### src/rtl/dg_pkg.sv
`timescale 1ns/1ps
package dg_pkg;
  // Decision taken by the voter for the current window contents.
  typedef enum logic [1:0] {
    VOTE_HOLD = 2'd0,
    VOTE_LOW  = 2'd1,
    VOTE_HIGH = 2'd2
  } vote_e;

  function automatic int unsigned cnt_width(input int unsigned div);
    return (div > 1) ? $clog2(div) : 1;
  endfunction
endpackage

### src/rtl/dg_sync.sv
`timescale 1ns/1ps
module dg_sync #(
  parameter int unsigned STAGES = 2,
  parameter logic        IDLE   = 1'b1
) (
  input  logic clk,
  input  logic rst,
  input  logic d_i,
  output logic q_o
);
  logic [STAGES-1:0] chain;

  generate
    if (STAGES == 1) begin : g_one
      always_ff @(posedge clk) begin
        if (rst) chain <= IDLE;
        else     chain <= d_i;
      end
    end else begin : g_many
      always_ff @(posedge clk) begin
        if (rst) chain <= {STAGES{IDLE}};
        else     chain <= {chain[STAGES-2:0], d_i};
      end
    end
  endgenerate

  assign q_o = chain[STAGES-1];
endmodule

### src/rtl/dg_prescale.sv
`timescale 1ns/1ps
module dg_prescale #(
  parameter int unsigned DIV = 16
) (
  input  logic clk,
  input  logic rst,
  output logic tick_o
);
  localparam int unsigned CW = dg_pkg::cnt_width(DIV);
  localparam logic [CW-1:0] LAST = CW'(DIV - 1);

  logic [CW-1:0] cnt;

  assign tick_o = (cnt == LAST);

  always_ff @(posedge clk) begin
    if (rst)         cnt <= '0;
    else if (tick_o) cnt <= '0;
    else             cnt <= cnt + 1'b1;
  end
endmodule

### src/rtl/dg_vote.sv
`timescale 1ns/1ps
module dg_vote #(
  parameter int unsigned N    = 5,
  parameter logic        IDLE = 1'b1
) (
  input  logic         clk,
  input  logic         rst,
  input  logic         tick_i,
  input  logic         d_i,
  output logic [N-1:0] hist_o,
  output logic         q_o
);
  import dg_pkg::*;

  logic [N-1:0] hist;
  vote_e        verdict;
  logic         q;

  generate
    if (N == 1) begin : g_single
      always_ff @(posedge clk) begin
        if (rst)         hist <= IDLE;
        else if (tick_i) hist <= d_i;
      end
    end else begin : g_shift
      always_ff @(posedge clk) begin
        if (rst)         hist <= {N{IDLE}};
        else if (tick_i) hist <= {hist[N-2:0], d_i};
      end
    end
  endgenerate

  always_comb begin
    if (&hist)       verdict = VOTE_HIGH;
    else if (~|hist) verdict = VOTE_LOW;
    else             verdict = VOTE_HOLD;
  end

  always_ff @(posedge clk) begin
    if (rst) q <= IDLE;
    else begin
      case (verdict)
        VOTE_HIGH: q <= 1'b1;
        VOTE_LOW:  q <= 1'b0;
        default:   q <= q;
      endcase
    end
  end

  assign hist_o = hist;
  assign q_o    = q;
endmodule

### src/rtl/pin_deglitch.sv
`timescale 1ns/1ps
module pin_deglitch #(
  parameter int unsigned SAMPLE_DIV  = 16,
  parameter int unsigned NUM_SAMPLES = 5,
  parameter int unsigned SYNC_STAGES = 2,
  parameter logic        IDLE_LEVEL  = 1'b1
) (
  input  logic clk,
  input  logic rst,
  input  logic raw_i,
  output logic filt_o
);
  logic                   synced;
  logic                   tick_w;
  logic [NUM_SAMPLES-1:0] hist_w;

  dg_sync #(.STAGES(SYNC_STAGES), .IDLE(IDLE_LEVEL)) u_sync (
    .clk(clk), .rst(rst), .d_i(raw_i), .q_o(synced)
  );

  dg_prescale #(.DIV(SAMPLE_DIV)) u_pre (
    .clk(clk), .rst(rst), .tick_o(tick_w)
  );

  dg_vote #(.N(NUM_SAMPLES), .IDLE(IDLE_LEVEL)) u_vote (
    .clk(clk), .rst(rst), .tick_i(tick_w), .d_i(synced),
    .hist_o(hist_w), .q_o(filt_o)
  );
endmodule

### config.mk
export PLATFORM = sky130hd
export DESIGN_NAME = pin_deglitch
export DESIGN_NICKNAME = d
export VERILOG_FILES = /design/src/rtl/dg_pkg.sv /design/src/rtl/dg_sync.sv /design/src/rtl/dg_prescale.sv /design/src/rtl/dg_vote.sv /design/src/rtl/pin_deglitch.sv
export SDC_FILE = /design/constraint.sdc
export NUM_CORES = 1
export LEC_CHECK = 0
export ABC_AREA = 1
export BUFFER_PORTS_ARGS = -buffer_cell sky130_fd_sc_hd__buf_2
export CAP_MARGIN = 20
export CORE_AREA = 10 10 47 49
export CTS_CLUSTER_SIZE = 24
export DETAILED_ROUTE_END_ITERATION = 10
export DIE_AREA = 0 0 57 59
export SLEW_MARGIN = 10
export SYNTH_ARGS = -nofsm -noshare
export SYNTH_HDL_FRONTEND = slang
export SYNTH_SLANG_ARGS = --single-unit
### constraint.sdc
create_clock -name clk -period 2.7 [get_ports clk]
set_input_delay 0 -clock clk [delete_from_list [all_inputs] [get_ports clk]]
set_output_delay 0 -clock clk [all_outputs]
set_load 0.01 [all_outputs]
* Word-level counts from Yosys, hierarchy flattened
Cells that the tools add are included.
** Storage, ports and cells
- Register bits after elaboration :: 12
- Input port bits :: 3
- Output and inout port bits :: 1
- Logic and storage cells :: 15
** Cells by class
- $add $sub $neg :: 1
- Equality and inequality tests :: 3
- Multiplexer cells :: 3
- Reductions and logical operators :: 4
** Operator list (count)
- $reduce_and A5 Y1 :: 1
- $reduce_or A5 Y1 :: 1
- $add A4 B1 Y4 const B :: 1
- $eq A4 B4 Y1 const B :: 1
- $eq A2 B1 Y1 const B :: 1
- $eq A2 B2 Y1 const B :: 1
- $mux W2 :: 1
- $pmux W1 S2 :: 1
- $reduce_bool A2 Y1 :: 1
- $reduce_or A2 Y1 :: 1
- $mux W1 :: 1

* Longest topological paths before layout
Gate-level depths: netlist of run 1.
- Word-level depth :: 5
- Depth in mapped cells :: 5
- Mapped depth without buffers :: 5

* Cells and area by module
From an unflattened synthesis of run 1, not the netlist that was laid out.
** Second synthesis, totals
- Cell total of the unflattened synthesis :: 56
- Area, all modules :: 450.4 um^2
** Modules (own cells, without submodules)
- dg_vote :: instances 1, cells an instance 31, area an instance 231.5 um^2, sequential area each 120.1 um^2
- dg_prescale :: instances 1, cells an instance 18, area an instance 160.2 um^2, sequential area each 80.1 um^2
- dg_sync :: instances 1, cells an instance 7, area an instance 58.8 um^2, sequential area each 40.0 um^2

* Worst setup path before layout of run 1
OpenSTA, ideal clock, no wires.
- Path kind :: register to register
- Start point :: register u_pre.cnt[0]
- End point :: register u_vote.hist[1], in the netlist u_vote.hist_o[1]
- Setup time :: 124 ps
- Arrival time :: 834 ps
- Data required time :: 2576 ps
- Path slack :: 1743 ps
- Stages on the path, launching flop included :: 6
- Path buffers :: 0
- Clock period less this slack :: 957 ps
- Cells stage by stage :: dfxtp_1 ha_1 nand3_4 clkinv_2 nand2_1 nand3_1
** On the way
- Longest elaborated chain between the ends :: 1
** Ends and longest elaborated chain
- from (decl) :: RTL line dg_prescale.sv:12 : logic [CW-1:0] cnt;
- from (signal assigned) :: RTL line dg_prescale.sv:19 : else cnt <= cnt + 1'b1;
- $eq A4 B4 Y1 :: RTL line dg_prescale.sv:14 : assign tick_o = (cnt == LAST);
- to (signal assigned) :: RTL line dg_vote.sv:27 : if (rst) hist <= {N{IDLE}};
- to (signal assigned) :: RTL line dg_vote.sv:28 : else if (tick_i) hist <= {hist[N-2:0], d_i};
- to (decl) :: RTL line dg_vote.sv:15 : logic [N-1:0] hist;
Every way passes these cells.
A chain may end at the register's enable or synchronous reset.

* Worst setup path in the final report of run 1
- Start point :: input port rst
- End point :: register u_sync.chain[0]
** RTL lines
- from (decl) :: RTL line pin_deglitch.sv:9 : input logic rst,
- to (signal assigned) :: RTL line dg_sync.sv:21 : if (rst) chain <= {STAGES{IDLE}};
- to (signal assigned) :: RTL line dg_sync.sv:22 : else chain <= {chain[STAGES-2:0], d_i};
- to (decl) :: RTL line dg_sync.sv:11 : logic [STAGES-1:0] chain;
No word-level cell between the ends.

==> results of run 1 <==
worst paths after layout:
check	to	slack, ps	cells after the start
hold / removal	u_sync.chain[1]$_SDFF_PP1_	410	1
setup / recovery	u_sync.chain[0]$_SDFF_PP1_	1340	4
setup reg to reg	u_vote.hist_o[2]$_SDFFE_PP1N_	1670	5
hold reg to reg	u_sync.chain[1]$_SDFF_PP1_	410	1
per-stage QoR:
step                      util (%)  hold slack, ps
after CTS                    37.95           418.3
after global placement       34.20           186.7
after detailed placement     34.20           190.8
after global routing         37.95           432.5
final                        37.95           412.8
after floorplan                  -           72.38
where the power goes:
part,switching [mW],internal [mW],total (mW)
logic,0.00676,0.00846,0.0152
registers,0.00409,0.182,0.186
clock network,0.0511,0.0514,0.103
total,0.0620,0.242,0.304
state kept, by name (all words and copies together) (netlist names):
register       count
u_pre.cnt          4
u_vote.hist_o      5
u_vote.q_o         1
u_sync.chain       2
per-layer routing:
metal / up-vias / track usage, % / share of wire (%)
met3: 0 / 2.790 / 4.0
met2: 3 / 7.442 / 48
met5: - / 0 / 0
met1: 147 / 5.728 / 48
li1: 187 / - / -
met4: 0 / 4.027 / 0
cells in the mapped netlist:
cell / instances
nor2_1: 6
nand4_1: 1
or2_2: 2
nand3b_1: 1
inv_1: 3
a21oi_1: 2
nand2_1: 16
nand3_1: 6
ha_1: 1
nand3_4: 1
clkinv_2: 1
xnor2_1: 1
dfxtp_1: 12
worst max-delay path: stages:
cell and delay, ps:
dlygate4sd3_1 530, buf_2 150, or2_2 280, dlygate4sd3_1 550
cell usage in the layout, fill, tap and decap left out:
cell / Yosys / routed
xnor2_1: 1 / 1
nand4_1: 1 / 1
nand3b_1: 1 / 1
or2_2: 2 / 2
nand3_1: 6 / 6
nand2_1: 16 / 16
inv_1: 3 / 3
clkbuf_4: 0 / 3
a21oi_1: 2 / 2
dfxtp_1: 12 / 12
ha_1: 1 / 1
dlygate4sd3_1: 0 / 3
buf_2: 0 / 3
nand3_4: 1 / 1
clkinv_2: 1 / 1
nor2_1: 6 / 6
layout make-up:
class | count | area share, %
Sequential cell | 12 | 45.18
Inverter | 4 | 3.059
Tap cell | 16 | 3.765
Clock buffer | 3 | 4.235
Multi-Input combinational cell | 37 | 35.29
Timing Repair Buffer | 6 | 8.471
logic make-up after synthesis:
family	after synthesis
flops	12
simple gates	33
fa+ha+maj	1
xor+xnor	1
compound gates	2
buf+inv	4
==> reports/qor.txt, run 1 <==
Status = finished, final reports clean
CTS Root Cell = clkbuf_4
Post-DRT Antenna Nets = 0
Routability cong. = 0.7338
# port buffers = 3
Mapped Area = 444.2 sq um
DRC violations left = 0
Setup violations, final = 0
Largest family of logic cells by synthesized area = simple AND/OR/NAND/NOR gates
Rel. slew slack = 86.50%
Max Cap Viol = 0
Share of cells above drive strength 1 = 16.13%
Placed instance area = 479.2 sq um
Starting Density = 31.70%
Tcrit/Tclk final = 50.24%
Gr usage total = 5.238%
Nets@finish = 68
#FFs+latches synth = 12
Die height = 59 microns
Num CTS Buffers = 3
Final cell area excluding filler cells = 531.8 sq um
Yosys top cell area share = 54.08%
Pwr dens = 571.8 nW/um^2
Inst Count DP = 72
FF/Latch Area = 240.2 sq um
Clock sink count = 12
Clk_lat worst skew = 260 ps
Skew final = 3.036 ps
Ports = 4
Clock Path Buffers = 2
Yosys warns = 0
RSZ-0062 raised after global routing = false
Setup TNS = 0 ps
Crit. End Element = register
Filler cell count = 145
Simple-Gate Fraction of Synth Area = 35.21%
Mux share of post-synthesis cell area = 0%
Worst IR drop on VDD = 0.0002974 V
Max Fclk = 737.2 MHz
Power, Total = 304.1 uW
ANT cells = 0
Initial antenna violation count = 0
DR WL/cell = 8.756 microns
Routed WL = 683 microns
WS Path Type = in2reg
HPWL after DPL = 505.1 microns
Clock transition at path regs = 60 ps
Postcts setup bufs = 0
Crit path launch type = input pin
Vias in the first global route = 354
Worst slack, placed = 1660 ps
Multi-input combinational cell area = 187.7 sq um
H-tree levels = 1
First-iteration detailed-routing DRC count = 1
Vias per cell = 4.321
Critical Path Start = rst
Syn nets = 57
Hold crit path type = reg2reg
Final Slew Violations = 0
Drt pass-1 iters = 2
Worst-Margin Slew = 202.2 ps
Total grt overflow = 0
Post-CTS Hold Buffers = 3
# rows = 14
Worst path required time = 2850 ps
Synth Area in Adders = 2.817%
Via count = 337
Register area share after synthesis = 54.08%
Reg-to-Reg Start = u_pre.cnt[0]$_SDFF_PP0_
Leading area contributor after synthesis = dfxtp_1
Ranking of synthesized cells by area = dfxtp_1, nand2_1, nand3_1, nor2_1, nand3_4
Die Footprint = 3363 sq um
Largest net degree at the start of global routing = 8
First-pass GRT wire length = 1400 microns
Min cycle time layout = 1357 ps
Die W = 57 microns
Final Hold Fails = 0
Compound-Gate Fraction of Synth Area = 2.254%
Post-Synth XOR/XNOR Area = 1.972%
WP data arrival = 1510 ps
Post-CTS sizing = 0
Avg Inst Size Synth = 8.381 sq um
Fin cells = 78
CTS tree = done
Area growth from synthesis to layout = 19.72%
Post-Syn Instances = 53
Final WS setup = 1344 ps
Leakage = 0.2457 nW
Core Area = 1401 sq um
Count of cell types in the netlist = 13
Worst hold start = u_sync.chain[0]$_SDFF_PP1_
Worst-path fanout max = 5
Note: power is estimated with default switching activity, not from simulation.
==> inputs of run 2 (changes only) <==
- clock period: 2.7 -> 1.21 ns (I/O delays scaled with it)
==> run 2 against run 1 <==
Non-clock buffer count shrank 1. First-iteration DRC count rose to 5.0 times the previous value. Count of clock-buffer cells in the layout unchanged. Via count grew 3.6%. Combinational power is 110% higher. Sequential cell count did not move.
==> reports/qor.txt, run 2 (synthesized netlist as in run 1, its figures left out) <==
Status = finished, final reports clean (unchanged)
Nets@finish = 67 (was 68)
Hold crit path type = reg2reg (unchanged)
Total grt overflow = 0 (unchanged)
P_sw = 149.6 uW (was 62.00 uW)
Die Footprint = 3363 sq um (unchanged)
Tcrit/Tclk final = 87.11%
Max Fclk = 948.7 MHz
Crit path launch type = register (was input pin)
Worst path required time = 1360 ps (was 2850 ps)
Sw Ratio = 21.74% (was 20.39%)
# port buffers = 3 (unchanged)
CTS Root Cell = clkbuf_4 (unchanged)
Most common cell after layout, fill and taps aside = nand2_1 (unchanged)
Starting Density = 31.70% (unchanged)
Ports = 4 (unchanged)
Crit. End Element = register (unchanged)
Die height = 59 microns (unchanged)
Largest net degree at the start of global routing = 8 (unchanged)
Via count = 349 (was 337)
Drt pass-1 iters = 4 (was 2)
Final WS setup = 155.9 ps (was 1344 ps)
Top Usage Layer GRT = met2 (unchanged)
Inst Count DP = 72 (unchanged)
Final Util = 37.23% (was 37.95%)
Num CTS Buffers = 3 (unchanged)
Min cycle time layout = 1054 ps
Area growth from synthesis to layout = 17.46% (was 19.72%)
WS Path Type = reg2reg (was in2reg)
Postcts setup bufs = 0 (unchanged)
Initial antenna violation count = 0 (unchanged)
Clock sink count = 12 (unchanged)
Die W = 57 microns (unchanged)
Skew final = 2.241 ps (was 3.036 ps)
WP data arrival = 1200 ps (was 1510 ps)
Post-CTS sizing = 0 (unchanged)
Routed WL = 746 microns (was 683 microns)
Fin cells = 77 (was 78)
Global Route met3 Usage = 3.004% (was 2.790%)
H-tree levels = 1 (unchanged)
Post-DRT Antenna Nets = 0 (unchanged)
Clk_lat worst skew = 270 ps (was 260 ps)
Sequential power share = 60.4% (was 61.3%)
Post-CTS Hold Buffers = 2 (was 3)
Vias in the first global route = 338 (was 354)
Gr usage total = 5.108% (was 5.238%)
RSZ-0062 raised after global routing = false (unchanged)
Combinational share of power = 4.7% (was 5.0%)
Setup TNS = 0 ps (unchanged)
Clock network power share = 34.9% (was 33.7%)
Max reg flops = 5 (unchanged)
Clock transition at path regs = 70 ps (was 60 ps)
Final Hold Fails = 0 (unchanged)
Share of cells above drive strength 1 = 16.39% (was 16.13%)
Commonest non-fill, non-tap cells in the layout = nand2_1, dfxtp_1, nand3_1, nor2_1 (unchanged)
Internal power = 538.4 uW (was 242.1 uW)
HPWL after DPL = 562.7 microns (was 505.1 microns)
First-pass GRT wire length = 1352 microns (was 1400 microns)
First-iteration detailed-routing DRC count = 5 (was 1)
Leakage = 0.2429 nW (was 0.2457 nW)
DRC violations left = 0 (unchanged)
Worst-Margin Slew = 202.3 ps (was 202.2 ps)
Worst IR drop on VDD = 0.0005549 V (was 0.0002974 V)
Pwr dens = 1319 nW/um^2 (was 571.8 nW/um^2)
Max Cap Viol = 0 (unchanged)
Worst-path fanout max = 7 (was 5)
Met1 Usage GRT = 5.131% (was 5.728%)
Vias per cell = 4.532 (was 4.321)
Rel. slew slack = 86.50% (about the same)
# rows = 14 (unchanged)
Met2 global-route usage = 8.062% (was 7.442%)
ANT cells = 0 (unchanged)
Final Slew Violations = 0 (unchanged)
Clock Path Buffers = 2 (unchanged)
CTS tree = done (unchanged)
Setup violations, final = 0 (unchanged)
Routability cong. = 0.7601 (was 0.7338)
DR WL/cell = 9.688 microns (was 8.756 microns)
Core Area = 1401 sq um (unchanged)
Worst slack, placed = 162.1 ps (was 1660 ps)
## run 2: critical path, stage by stage (launching register included)
cell	delay (ps)
dfxtp_1	340
ha_1	260
nand3_4	120
clkinv_2	100
nand2_1	60
nand3_1	60
## run 2: area by class of cell
cell class              instances  area, sq um
repair buffers                  5        35.03
fillers                       162        879.6
clock buffers                   3        22.52
multi-input cells              37        187.7
inverters                       4        16.27
well taps                      16        20.02
flip-flops and latches         12        240.2
## run 2: path summary, 6_finish.rpt
path | to | cells past startpoint | from | slack (ps)
setup / recovery | u_vote.hist_o[0]$_SDFFE_PP1N_ | 5 | u_pre.cnt[0]$_SDFF_PP0_ | 160
hold / removal | u_sync.chain[1]$_SDFF_PP1_ | 1 | u_sync.chain[0]$_SDFF_PP1_ | 420
setup reg to reg | u_vote.hist_o[0]$_SDFFE_PP1N_ | 5 | u_pre.cnt[0]$_SDFF_PP0_ | 160
hold reg to reg | u_sync.chain[1]$_SDFF_PP1_ | 1 | u_sync.chain[0]$_SDFF_PP1_ | 420
## run 2: per-stage QoR
| stage | total power [mW] | hold slack, ps | instance area, sq um |
|---|---|---|---|
| 3_5_place_dp | 0.4531 | 188.3 | 479.2 |
| 3_3_place_gp | 0.4516 | 186.7 | 479.2 |
| 5_1_grt | 0.7171 | 429.7 | 521.8 |
| 2_1_floorplan | 0.4428 | 72.38 | 444.2 |
| 4_1_cts | 0.6912 | 422.4 | 521.8 |
| 6_report | 0.6880 | 416.9 | 521.8 |
## run 2: power by group through the flow
stage | clock, mW | combinational [mW] | sequential (mW)
6_report | 0.240 | 0.0321 | 0.416
5_1_grt | 0.262 | 0.0386 | 0.417
4_1_cts | 0.243 | 0.0331 | 0.416
3_5_place_dp | 0 | 0.0281 | 0.425
3_3_place_gp | 0 | 0.0268 | 0.425
2_1_floorplan | 0 | 0.0196 | 0.423
## run 2: metal layers
metal,vias up,share of wire [%]
met3,4,7.2
met4,0,2.3
met2,9,46
met5,-,0
met1,148,44
li1,188,-
==> inputs of run 3 (changes only) <==
- BUFFER_PORTS_ARGS: -buffer_cell sky130_fd_sc_hd__buf_2 -> -buffer_cell sky130_fd_sc_hd__buf_4
==> run 3 against run 2 <==
Maximum frequency rose by 1.9%. Routed wire length decreased by 7.1%. Cell count stayed put. Clock skew barely moved. Largest cell class unchanged. Combinational power is 5% higher. Die area is the same. Count of clock-buffer cells in the layout stayed put.
==> reports/qor.txt, run 3 (synthesized netlist as in run 1, its figures left out) <==
Inst Count DP = 72 (unchanged)
Share of cells above drive strength 1 = 16.39% (unchanged)
Crit. End Element = register (unchanged)
R2R depth = 5 (unchanged)
# port buffers = 3 (unchanged)
Worst-path fanout max = 7 (unchanged)
Via count = 341 (was 349)
Rel. slew slack = 86.40% (was 86.50%)
Skew final = 2.411 ps (was 2.241 ps)
Setup violations, final = 0 (unchanged)
Hold crit path type = reg2reg (unchanged)
First-iteration detailed-routing DRC count = 1 (was 5)
Worst path required time = 1360 ps (about the same)
Fin cells = 77 (unchanged)
Ports = 4 (unchanged)
DR WL/cell = 9.000 microns (was 9.688 microns)
CTS Root Cell = clkbuf_4 (unchanged)
HPWL after DPL = 509.4 microns (was 562.7 microns)
Hold endpoint = u_sync.chain[1]$_SDFF_PP1_ (unchanged)
Die height = 59 microns (unchanged)
Core Area = 1401 sq um (unchanged)
Setup TNS = 0 ps (unchanged)
End of the worst register-to-register path = u_vote.hist_o[2]$_SDFFE_PP1N_ (was u_vote.hist_o[0]$_SDFFE_PP1N_)
Pwr dens = 1287 nW/um^2 (was 1319 nW/um^2)
Crit path launch type = register (unchanged)
Nets@finish = 67 (unchanged)
Worst IR drop on VDD = 0.0007566 V (was 0.0005549 V)
Largest net degree at the start of global routing = 8 (unchanged)
Final Hold Fails = 0 (unchanged)
Vias per cell = 4.429 (was 4.532)
Vias in the first global route = 311 (was 338)
Status = finished, final reports clean (unchanged)
# rows = 14 (unchanged)
WP data arrival = 1190 ps (was 1200 ps)
Min cycle time layout = 1034 ps (was 1054 ps)
Die W = 57 microns (unchanged)
R2R Setup Slk = 180 ps (was 160 ps)
Wire length on met3 = 24 microns (was 54 microns)
Routability cong. = 0.7619 (was 0.7601)
Leakage = 0.2466 nW (was 0.2429 nW)
Area growth from synthesis to layout = 19.16% (was 17.46%)
WS Path Type = reg2reg (unchanged)
Clock Path Buffers = 2 (unchanged)
Final Slew Violations = 0 (unchanged)
Clock transition at path regs = 70 ps (about the same)
ANT cells = 0 (unchanged)
Clock sink count = 12 (unchanged)
Reg-to-Reg Start = u_pre.cnt[0]$_SDFF_PP0_ (unchanged)
RSZ-0062 raised after global routing = false (unchanged)
Clk_lat worst skew = 260 ps (was 270 ps)
Die Footprint = 3363 sq um (unchanged)
Most common cell after layout, fill and taps aside = nand2_1 (unchanged)
Post-DRT Antenna Nets = 0 (unchanged)
Max Cap Viol = 0 (unchanged)
CTS tree = done (unchanged)
M1 WL = 340 microns (was 331 microns)
Worst hold start = u_sync.chain[0]$_SDFF_PP1_ (unchanged)
Max Fclk = 967.1 MHz (was 948.7 MHz)
Total grt overflow = 0 (unchanged)
Drt pass-1 iters = 4 (unchanged)
DRC violations left = 0 (unchanged)
Min-Delay Path Depth = 1 (unchanged)
Num CTS Buffers = 3 (unchanged)
Routed WL = 693 microns (was 746 microns)
First-pass GRT wire length = 1207 microns (was 1352 microns)
Worst-Margin Slew = 203.7 ps (was 202.3 ps)
Starting Density = 31.70% (unchanged)
H-tree levels = 1 (unchanged)
Gr usage total = 4.547% (was 5.108%)
Tcrit/Tclk final = 85.46% (was 87.11%)
Max reg flops = 5 (unchanged)
Top sig layer = met4 (unchanged)
DR WL met2 = 305 microns (was 343 microns)
Commonest non-fill, non-tap cells in the layout = nand2_1, dfxtp_1, nand3_1, nor2_1 (unchanged)
Filler cell count = 157 (was 162)
Initial antenna violation count = 0 (unchanged)
[run 3: changes by cell type in the layout (fill, tap and decap cells not counted)]
cell | before | now
buf_2 | 3 | 0
buf_4 | 0 | 3
[run 3: how the worst max path moves through the flow]
stage               slack [ps]                            end                    start  cells past startpoint
floorplan                  250  u_vote.hist_o[1]$_SDFFE_PP1N_  u_pre.cnt[0]$_SDFF_PP0_                      5
global placement           200  u_vote.hist_o[2]$_SDFFE_PP1N_  u_pre.cnt[0]$_SDFF_PP0_                      5
detailed placement         190  u_vote.hist_o[2]$_SDFFE_PP1N_  u_pre.cnt[0]$_SDFF_PP0_                      5
CTS                        180  u_vote.hist_o[2]$_SDFFE_PP1N_  u_pre.cnt[0]$_SDFF_PP0_                      5
global route                60        u_pre.cnt[0]$_SDFF_PP0_  u_pre.cnt[0]$_SDFF_PP0_                      4
finish                     180  u_vote.hist_o[2]$_SDFFE_PP1N_  u_pre.cnt[0]$_SDFF_PP0_                      5
[run 3: critical path, stage by stage (launching register included)]
cell	delay, ps
dfxtp_1	340
ha_1	250
nand3_4	110
clkinv_2	90
nand2_1	70
nand3_1	60
[run 3: layout make-up]
type | instances | area [sq um] | share of cell area (%)
multi-input cells | 37 | 187.7 | 35.46
inverters | 4 | 16.27 | 3.073
repair buffers | 5 | 42.54 | 8.038
well taps | 16 | 20.02 | 3.783
flip-flops and latches | 12 | 240.2 | 45.39
clock buffers | 3 | 22.52 | 4.255
[run 3: power breakdown]
part | internal [mW] | switching (mW)
clock network | 0.115 | 0.117
logic | 0.0186 | 0.0152
registers | 0.406 | 0.00916
[run 3: repair_timing]
item | CTS | global route
buffers inserted | 0 | 0
endpoints found under the hold margin | 4 | 0
resized for setup | 0 | 0
hold buffers | 2 | 0
[run 3: layer usage]
metal  global-route usage, %  up-vias
met3                   1.931        2
li1                        -      186
met2                   6.667        5
met5                       0        -
met1                   4.898      148
met4                   4.027        0
[run 3: through the flow]
stage | instance area [sq um] | util [%] | hold WS (ps) | worst slack, ps | total power [mW]
2_1_floorplan | 444.2 | - | 72.38 | 252.7 | 0.4428
3_3_place_gp | 486.7 | 34.73 | 187.5 | 198.6 | 0.4536
3_5_place_dp | 486.7 | 34.73 | 190.9 | 189.2 | 0.4537
4_1_cts | 529.3 | 37.77 | 413.8 | 180.9 | 0.7018
5_1_grt | 529.3 | 37.77 | 421.2 | 56.56 | 0.7142
6_report | 529.3 | 37.77 | 407.5 | 175.9 | 0.6811
